### src/rtl/can_chmode_pkg.sv
package can_chmode_pkg;
  localparam int MODE_W = 2;
  localparam int POL_W  = 2;

  typedef enum logic [MODE_W-1:0] {
    MODE_COMM  = 2'b00,
    MODE_RESET = 2'b01,
    MODE_HALT  = 2'b10
  } chmode_e;

  localparam logic [POL_W-1:0] POL_WAIT_REQ  = 2'b00;
  localparam logic [POL_W-1:0] POL_AT_ENTRY  = 2'b01;
  localparam logic [POL_W-1:0] POL_AT_RECOV  = 2'b10;
  localparam logic [POL_W-1:0] POL_IMMEDIATE = 2'b11;
endpackage

### src/rtl/chmode_req_dec.sv
module chmode_req_dec
  import can_chmode_pkg::*;
(
  input  logic              req_we,
  input  logic [MODE_W-1:0] req_mode,
  output logic              do_reset,
  output logic              do_comm,
  output logic              do_halt
);
  always_comb begin
    do_reset = 1'b0;
    do_comm  = 1'b0;
    do_halt  = 1'b0;
    if (req_we) begin
      case (req_mode)
        2'b00:   do_comm  = 1'b1;
        2'b01:   do_reset = 1'b1;
        2'b10:   do_halt  = 1'b1;
        default: ;
      endcase
    end
  end
endmodule

### src/rtl/chmode_busoff_trk.sv
module chmode_busoff_trk
  import can_chmode_pkg::*;
(
  input  logic             clk,
  input  logic             rst_n,
  input  logic             in_comm,
  input  logic             clear,
  input  logic [POL_W-1:0] bo_policy,
  input  logic             busoff_enter,
  input  logic             busoff_recovered,
  output logic             bo_active,
  output logic             auto_halt,
  output logic             bo_permit
);
  logic bo_q;

  always_ff @(posedge clk) begin
    if (!rst_n || clear) begin
      bo_q <= 1'b0;
    end else if (busoff_recovered) begin
      bo_q <= 1'b0;
    end else if (in_comm && busoff_enter) begin
      bo_q <= 1'b1;
    end
  end

  always_comb begin
    auto_halt = 1'b0;
    if (in_comm) begin
      if (bo_policy == POL_AT_ENTRY && busoff_enter) auto_halt = 1'b1;
      if (bo_policy == POL_AT_RECOV && bo_q && busoff_recovered) auto_halt = 1'b1;
    end
  end

  assign bo_permit = !bo_q || (bo_policy == POL_IMMEDIATE) || busoff_recovered;
  assign bo_active = bo_q;
endmodule

### src/rtl/chmode_halt_arb.sv
module chmode_halt_arb
  import can_chmode_pkg::*;
(
  input  logic    clk,
  input  logic    rst_n,
  input  chmode_e mode_q,
  input  logic    do_halt,
  input  logic    do_reset,
  input  logic    do_comm,
  input  logic    auto_halt,
  input  logic    rx_busy,
  input  logic    tx_busy,
  input  logic    frame_done,
  input  logic    dom_lock,
  input  logic    bo_permit,
  output logic    take_halt
);
  logic pend_q;
  logic want;
  logic in_comm;
  logic frame_ok;
  logic bo_ok;
  logic clear_pend;

  assign in_comm  = (mode_q == MODE_COMM);
  assign want     = pend_q || do_halt;
  assign frame_ok = !in_comm || !(rx_busy || tx_busy) || frame_done;
  assign bo_ok    = !in_comm || bo_permit;

  assign take_halt = want && (mode_q != MODE_HALT) && !dom_lock && frame_ok && bo_ok;

  assign clear_pend = do_reset || do_comm || auto_halt ||
                      (mode_q == MODE_HALT) || take_halt;

  always_ff @(posedge clk) begin
    if (!rst_n || clear_pend) begin
      pend_q <= 1'b0;
    end else begin
      pend_q <= want;
    end
  end
endmodule

### src/rtl/can_chmode_ctrl.sv
module can_chmode_ctrl
  import can_chmode_pkg::*;
(
  input  logic              clk,
  input  logic              rst_n,
  input  logic              req_we,
  input  logic [MODE_W-1:0] req_mode,
  input  logic [POL_W-1:0]  bo_policy,
  input  logic              rx_busy,
  input  logic              tx_busy,
  input  logic              frame_done,
  input  logic              busoff_enter,
  input  logic              busoff_recovered,
  input  logic              dom_lock,
  output logic [MODE_W-1:0] cur_mode,
  output logic              comm_stop
);
  chmode_e mode_q;
  chmode_e mode_d;
  logic    stop_q;
  logic    do_reset, do_comm, do_halt;
  logic    bo_active, auto_halt, bo_permit, take_halt;

  chmode_req_dec u_dec (
    .req_we   (req_we),
    .req_mode (req_mode),
    .do_reset (do_reset),
    .do_comm  (do_comm),
    .do_halt  (do_halt)
  );

  chmode_busoff_trk u_bo (
    .clk              (clk),
    .rst_n            (rst_n),
    .in_comm          (mode_q == MODE_COMM),
    .clear            (do_reset),
    .bo_policy        (bo_policy),
    .busoff_enter     (busoff_enter),
    .busoff_recovered (busoff_recovered),
    .bo_active        (bo_active),
    .auto_halt        (auto_halt),
    .bo_permit        (bo_permit)
  );

  chmode_halt_arb u_arb (
    .clk        (clk),
    .rst_n      (rst_n),
    .mode_q     (mode_q),
    .do_halt    (do_halt),
    .do_reset   (do_reset),
    .do_comm    (do_comm),
    .auto_halt  (auto_halt),
    .rx_busy    (rx_busy),
    .tx_busy    (tx_busy),
    .frame_done (frame_done),
    .dom_lock   (dom_lock),
    .bo_permit  (bo_permit),
    .take_halt  (take_halt)
  );

  // Priority: reset write, then automatic halt, then communicate write, then halt.
  always_comb begin
    mode_d = mode_q;
    if (do_reset)       mode_d = MODE_RESET;
    else if (auto_halt) mode_d = MODE_HALT;
    else if (do_comm)   mode_d = MODE_COMM;
    else if (take_halt) mode_d = MODE_HALT;
  end

  always_ff @(posedge clk) begin
    if (!rst_n) begin
      mode_q <= MODE_RESET;
      stop_q <= 1'b1;
    end else begin
      mode_q <= mode_d;
      stop_q <= (mode_d != MODE_COMM);
    end
  end

  assign cur_mode  = mode_q;
  assign comm_stop = stop_q;
endmodule

### config.mk
export PLATFORM = sky130hd
export DESIGN_NAME = can_chmode_ctrl
export DESIGN_NICKNAME = d
export VERILOG_FILES = /design/src/rtl/can_chmode_pkg.sv /design/src/rtl/chmode_req_dec.sv /design/src/rtl/chmode_busoff_trk.sv /design/src/rtl/chmode_halt_arb.sv /design/src/rtl/can_chmode_ctrl.sv
export SDC_FILE = /design/constraint.sdc
export NUM_CORES = 1
export LEC_CHECK = 0
export ABC_CLOCK_PERIOD_IN_PS = 2500
export BUFFER_PORTS_ARGS = -buffer_cell sky130_fd_sc_hd__buf_2
export CORE_AREA = 2 2 39 41
export DETAILED_ROUTE_END_ITERATION = 8
export DIE_AREA = 0 0 41 43
export SLEW_MARGIN = 20
export SYNTH_ARGS = -nofsm -noshare
export SYNTH_HDL_FRONTEND = slang
export SYNTH_SLANG_ARGS = --single-unit
### constraint.sdc
create_clock -name clk -period 2.5 [get_ports clk]
set_clock_uncertainty 0.15 [all_clocks]
set_input_delay 0.125 -clock clk [delete_from_list [all_inputs] [get_ports clk]]
set_output_delay 0.125 -clock clk [all_outputs]
set_load 0.01 [all_outputs]
# Yosys cells after proc, flatten, opt, wreduce, memory -nomap -nowiden
# Index checks and enable logic that the tools add are counted.
word_totals:
  regBits: 5
  latchBits: 0
  ramBits: 0
  rom_bits: 0
  in_bits: 13
  output_inout_bits: 3
  wordCells: 54
  memories: 0
classes:
  add_sub_neg: 0
  n_mul: 0
  div: 0
  magnitude_cmp: 0
  n_eq_ne: 7
  shifts: 0
  mux: 13
  bitwise: 0
  reduce_logical: 30
ops:
  columns: ["cell", "count"]
  rows:
  - ["$logic_or 1x1->1", 13]
  - ["$mux 1", 9]
  - ["$eq 2x2->1 const B", 4]
  - ["$logic_and 1x1->1", 8]
  - ["$mux 2", 4]
  - ["$logic_not 1->1", 5]
  - ["$eq 2x1->1 const B", 2]
  - ["$logic_not 2->1", 2]
  - ["$ne 2x2->1 const B", 1]
  - ["$reduce_bool 2->1", 1]
  - ["$reduce_or 2->1", 1]

# Logic depth before layout (Yosys ltp)
depth:
  word_depth: 13
  depth_mapped: 4
  depth_no_buf: 4

# Cells and area by module
# From an unflattened synthesis, not the netlist that was laid out.
hier_totals:
  hier_cells: 34
  hier_area_um2: 316.6
by_module_without_submodules:
  columns: ["module", "n_inst", "cells_per_inst", "area_each_um2", "seq_area_each_um2"]
  rows:
  - ["can_chmode_ctrl", 1, 13, 125.1, 60.1]
  - ["chmode_halt_arb", 1, 10, 86.3, 20.0]
  - ["chmode_busoff_trk", 1, 8, 75.1, 20.0]
  - ["chmode_req_dec", 1, 3, 30.0, 0.0]

# Least setup slack after synthesis
# Ideal clock, no wire load.
synth_path:
  path_kind: "reg-to-reg"
  start: "register mode_q[0] (netlist: cur_mode[0])"
  end: "register stop_q (netlist: comm_stop)"
  setup_ns: 0.127
  arrival_time_ns: 0.912
  t_required_ns: 2.223
  path_slack_ns: 1.310
  stages_incl_launch_ff: 4
  path_buffers: 0
  period_less_slack_ns: 1.190
  path_cell_list: "dfxtp_1 nor3b_1 a311o_1 nand3b_1"
synth_via:
  elab_chain_len: 11
  word_cells_on_any_way: 16
  classes_between: "eq/ne: 1; mux: 5; reduce/logical: 10"
synth_lines:
  columns: ["element", "line_no", "rtl"]
  rows:
  - ["from (decl)", "can_chmode_ctrl.sv:18", "chmode_e mode_q;"]
  - ["from (signal assigned)", "can_chmode_ctrl.sv:75", "mode_q <= mode_d;"]
  - ["$logic_not 2->1", "chmode_halt_arb.sv:25, can_chmode_ctrl.sv:35", null]
  - ["$logic_not 1->1", "chmode_halt_arb.sv:27, chmode_halt_arb.sv:28", null]
  - ["$logic_or 1x1->1 (2 in series)", "chmode_halt_arb.sv:27", "assign frame_ok = !in_comm || !(rx_busy || tx_busy) || frame_done;"]
  - ["$logic_and 1x1->1 (2 in series)", "chmode_halt_arb.sv:30", "assign take_halt = want && (mode_q != MODE_HALT) && !dom_lock && frame_ok && bo_ok;"]
  - ["$mux 2", "can_chmode_ctrl.sv:67", "else if (take_halt) mode_d = MODE_HALT;"]
  - ["$mux 2", "can_chmode_ctrl.sv:66", "else if (do_comm) mode_d = MODE_COMM;"]
  - ["$mux 2 (*)", "can_chmode_ctrl.sv:65", "else if (auto_halt) mode_d = MODE_HALT;"]
  - ["$mux 2 (*)", "can_chmode_ctrl.sv:64", "if (do_reset) mode_d = MODE_RESET;"]
  - ["$reduce_bool 2->1 (*)", "can_chmode_ctrl.sv:76", "stop_q <= (mode_d != MODE_COMM);"]
  - ["to (signal assigned)", "can_chmode_ctrl.sv:76", null]
  - ["to (decl)", "can_chmode_ctrl.sv:20", "logic stop_q;"]
# Every way passes the cells marked *; elsewhere a longest branch is shown, timed or not.
# A chain may end at the register's enable or synchronous reset.

# Worst setup path in the final report
layout_path:
  start: "input port busoff_recovered"
  end: "register stop_q (netlist: comm_stop)"
layout_via:
  elab_chain_len: 8
  word_cells_on_any_way: 11
  classes_between: "mux: 6; reduce/logical: 5"
layout_lines:
  columns: ["element", "line_no", "rtl"]
  rows:
  - ["from (decl)", "can_chmode_ctrl.sv:13", "input logic busoff_recovered,"]
  - ["$logic_or 1x1->1", "chmode_busoff_trk.sv:35", "assign bo_permit = !bo_q || (bo_policy == POL_IMMEDIATE) || busoff_recovered;"]
  - ["$logic_or 1x1->1", "chmode_halt_arb.sv:28", "assign bo_ok = !in_comm || bo_permit;"]
  - ["$logic_and 1x1->1", "chmode_halt_arb.sv:30", null]
  - ["$mux 2", "can_chmode_ctrl.sv:67", null]
  - ["$mux 2", "can_chmode_ctrl.sv:66", null]
  - ["$mux 2 (*)", "can_chmode_ctrl.sv:65", null]
  - ["$mux 2 (*)", "can_chmode_ctrl.sv:64", null]
  - ["$reduce_bool 2->1 (*)", "can_chmode_ctrl.sv:76", null]
# Marked as above.

==> out/qor.log <==
INFO  die            floorplan_core_area=1380um^2
INFO  grt            grt_overflow_total=0
INFO  grt            first_pass_grt_wire_length=1070um
INFO  sta            final.min_clock_period=1.38ns
INFO  grt            grt_start_max_net_pins=8
INFO  sta            actual_transition_at_the_worst_max_transition_pin=0.279ns
INFO  yosys          synthesis.area=279um^2
INFO  min_path       min_path_cells=2
INFO  grt            globalRouteTotalUtil=0.0925
INFO  routing        drtPass1Iterations=4
INFO  power_and_ir_drop clock_power_share=0.433
INFO  clock_network  clock_path_buffers=2
INFO  power_and_ir_drop power.density_cell_area=532nW/um^2
INFO  routing        post_detailed_route_drc_marker_count=0
INFO  power_and_ir_drop p_switching=54.1uW
INFO  finish         final_design_area_no_fill=410um^2
INFO  die            initial_core_util=0.202
INFO  min_path       min_to=cur_mode[1]
INFO  critical_path  path_max_fanout=3
INFO  die            dieArea=1760um^2
INFO  routing        wl_per_cell=9.96um
INFO  critical_path  end_kind=flip-flop
INFO  sta            slew_violations=0
INFO  die            die_width=41um
INFO  critical_path  reg2regPathDepth=3
INFO  placed_design  instance_area_after_placement=374um^2
INFO  min_path       hp-start=rst_n
INFO  power_and_ir_drop power.share.sequential=0.400
INFO  sta            max_freq=723MHz
INFO  sta            setup_total_negative_slack=0ns
INFO  flow_run       timing.max_cap.violations=0
INFO  yosys          syn_avg_cell_area=9.00um^2
INFO  routing        routed_via_density=4.58
INFO  clock_network  clock_sinks=5
INFO  routing        vias=307
INFO  clock_network  cell_at_the_root_of_the_clock_tree=sky130_fd_sc_hd__clkbuf_4
INFO  yosys          synth.lib_cells_used.distinct=19
INFO  grt            first_global_vias=286
INFO  clock_network  htree_levels=1
INFO  finish         diodes=0
INFO  power_and_ir_drop power.share.switching=0.248
INFO  finish         layout_commonest_cell=sky130_fd_sc_hd__buf_2
INFO  critical_path  crit_type=primary input to flip-flop
INFO  clock_network  clkLatencyLatePin=0.24ns
INFO  yosys          synth_seq_area_share=0.359
INFO  die            core.rowCount=14
INFO  placed_design  gp_routability_congestion=0.715
INFO  yosys          postSynthNetCount=44
INFO  critical_path  worstPathRequired=2.47ns
INFO  power_and_ir_drop internal-power=164uW
INFO  yosys          synth-seq-cells=5
INFO  clock_network  cts_bufs_inserted=3
INFO  yosys          synth_top_cell_by_area=sky130_fd_sc_hd__dfxtp_1
INFO  clock_network  cts_tree=built
INFO  sta            setup_viol=0
INFO  yosys          mapped_cells=31
INFO  critical_path  crit_arrival=1.35ns
INFO  clock_network  count_of_buffers_added_by_post_cts_timing_repair_for_setup=0
INFO  yosys          post_synth_main_area_contributors=sky130_fd_sc_hd__dfxtp_1 36%, sky130_fd_sc_hd__nand3b_1 8.1%, sky130_fd_sc_hd__nor2b_4 4.9%, sky130_fd_sc_hd__nand2b_1 4.5%, sky130_fd_sc_hd__nand2_1 4.0%
INFO  sta            layout_worst_path_cycle_share=0.553
INFO  grt            grt_antenna_before_repair=0
INFO  sta            hold_viol_final=0
INFO  clock_network  clk_pin_slew_worst_paths=0.05ns
INFO  sta            grt_setup_unrepaired=no
INFO  routing        finalWirelength=667um
INFO  routing        drt_first_iter_violations=7
INFO  min_path       worstHoldPathType=primary input to flip-flop
INFO  placed_design  port_buffers=15
INFO  finish         syn_to_final_growth=47.1%
INFO  critical_path  crit-reg2reg-capture=comm_stop
INFO  finish         finish.net_count=65
INFO  power_and_ir_drop power.static_leakage=0.000194uW
INFO  sta            timing.slew.headroom=0.812
INFO  yosys          synth-warning-count=0
INFO  die            die_h=43um
INFO  outcome        run_status=finished clean
INFO  yosys          fraction_of_synthesized_cell_area_taken_by_the_top_area_cell_type=0.359
INFO  routing        antenna_violating_nets_post_route=0
INFO  critical_path  cp-start-kind=primary input
INFO  finish         layout.filler_cells=152
INFO  critical_path  worst_reg2reg_startpoint=cur_mode[0]
INFO  critical_path  r2r_slack=1.27ns
INFO  power_and_ir_drop power.ir.vdd_worst=0.184mV
INFO  power_and_ir_drop pwr-share-comb=0.167
INFO  finish         layout_common_cells=15 x sky130_fd_sc_hd__buf_2, 5 x sky130_fd_sc_hd__dfxtp_1
INFO  finish         post_route_cells_drive_above_1_share=0.392
INFO  clock_network  postCtsResizedCells=0
INFO  die            io-pin-count=16
-- critical path, cell delays in order --
cell,delay (ns)
sky130_fd_sc_hd__dlygate4sd3_1,0.53
sky130_fd_sc_hd__buf_2,0.13
sky130_fd_sc_hd__nor2b_1,0.10
sky130_fd_sc_hd__a2bb2oi_1,0.08
sky130_fd_sc_hd__o31ai_1,0.27
sky130_fd_sc_hd__nand3b_1,0.11
-- per-stage QoR --
stage               worst slack (ns)   util  hold WS, ns  std cells  total power, uW
CTS                             1.13  0.297       0.0113         67              224
floorplan                       1.31      -       0.0531         31              106
finish                          1.12  0.297       0.0233         67              218
global route                    1.02  0.297       0.0142         67              236
global placement                1.27  0.270        0.180         62              124
detailed placement              1.27  0.270        0.180         62              124
-- cells by family (layout without fill, tap and decap cells) --
family / after synthesis / after routing / share of synthesized area
AO/OA/AOI/OAI: 8 / 8 / 0.251
buffers and inverters: 0 / 20 / 0
flip-flops: 5 / 5 / 0.359
AND/OR/NAND/NOR: 18 / 18 / 0.390
-- flip-flops by register name (all words and copies together), names as in the netlist --
name            flops
cur_mode            2
comm_stop           1
u_arb.pend_q        1
u_bo.bo_active      1
-- worst max-delay path by stage --
stage,startpoint,to,slack [ns]
floorplan,cur_mode[0],comm_stop,1.31
global placement,cur_mode[0],comm_stop,1.27
detailed placement,cur_mode[0],comm_stop,1.27
CTS,busoff_recovered,comm_stop,1.13
global route,busoff_recovered,comm_stop,1.02
finish,busoff_recovered,comm_stop,1.12
-- routing by layer --
metal	GRT usage	wire (um)	up-vias
li1	-	-	162
met1	0.113	329	133
met2	0.122	281	12
met3	0.0628	56	0
met4	0.0400	0	0
met5	0	0	-
-- final cells by class --
class | instances | area (um^2) | share of cell area
clock buffers | 4 | 26.3 | 0.0640
multi-input cells | 26 | 179 | 0.436
flip-flops and latches | 5 | 100 | 0.244
well taps | 16 | 20.0 | 0.0488
repair buffers | 16 | 85.1 | 0.207
-- repair_timing --
action | CTS | global route
hold endpoints to repair | 1 | 0
hold buffers | 1 | 0
endpoints found under the setup margin | 0 | 0
-- power by group through the flow --
stage                     combinational, uW  sequential [uW]  clock [uW]
after CTS                              36.6             87.4         100
after detailed placement               35.3             88.9           0
after global routing                   40.4             87.9         108
final                                  36.4             87.4        94.6
after global placement                 35.0             89.0           0
after floorplan                        16.6             89.6           0
-- synthesized netlist by cell type --
cell,n
sky130_fd_sc_hd__dfxtp_1,5
sky130_fd_sc_hd__nand2_1,3
sky130_fd_sc_hd__nand3b_1,3
sky130_fd_sc_hd__nor2_1,3
sky130_fd_sc_hd__nand2b_1,2
sky130_fd_sc_hd__nor3_1,2
sky130_fd_sc_hd__a21boi_1,1
sky130_fd_sc_hd__a21oi_1,1
sky130_fd_sc_hd__a2bb2oi_1,1
sky130_fd_sc_hd__a311o_1,1
sky130_fd_sc_hd__nand3_1,1
sky130_fd_sc_hd__nand4b_1,1
sky130_fd_sc_hd__nor2b_1,1
sky130_fd_sc_hd__nor2b_4,1
sky130_fd_sc_hd__nor3b_1,1
sky130_fd_sc_hd__o211a_1,1
sky130_fd_sc_hd__o221a_2,1
sky130_fd_sc_hd__o311a_1,1
sky130_fd_sc_hd__o31ai_1,1
No activity file was read; power rests on OpenSTA's default activity.
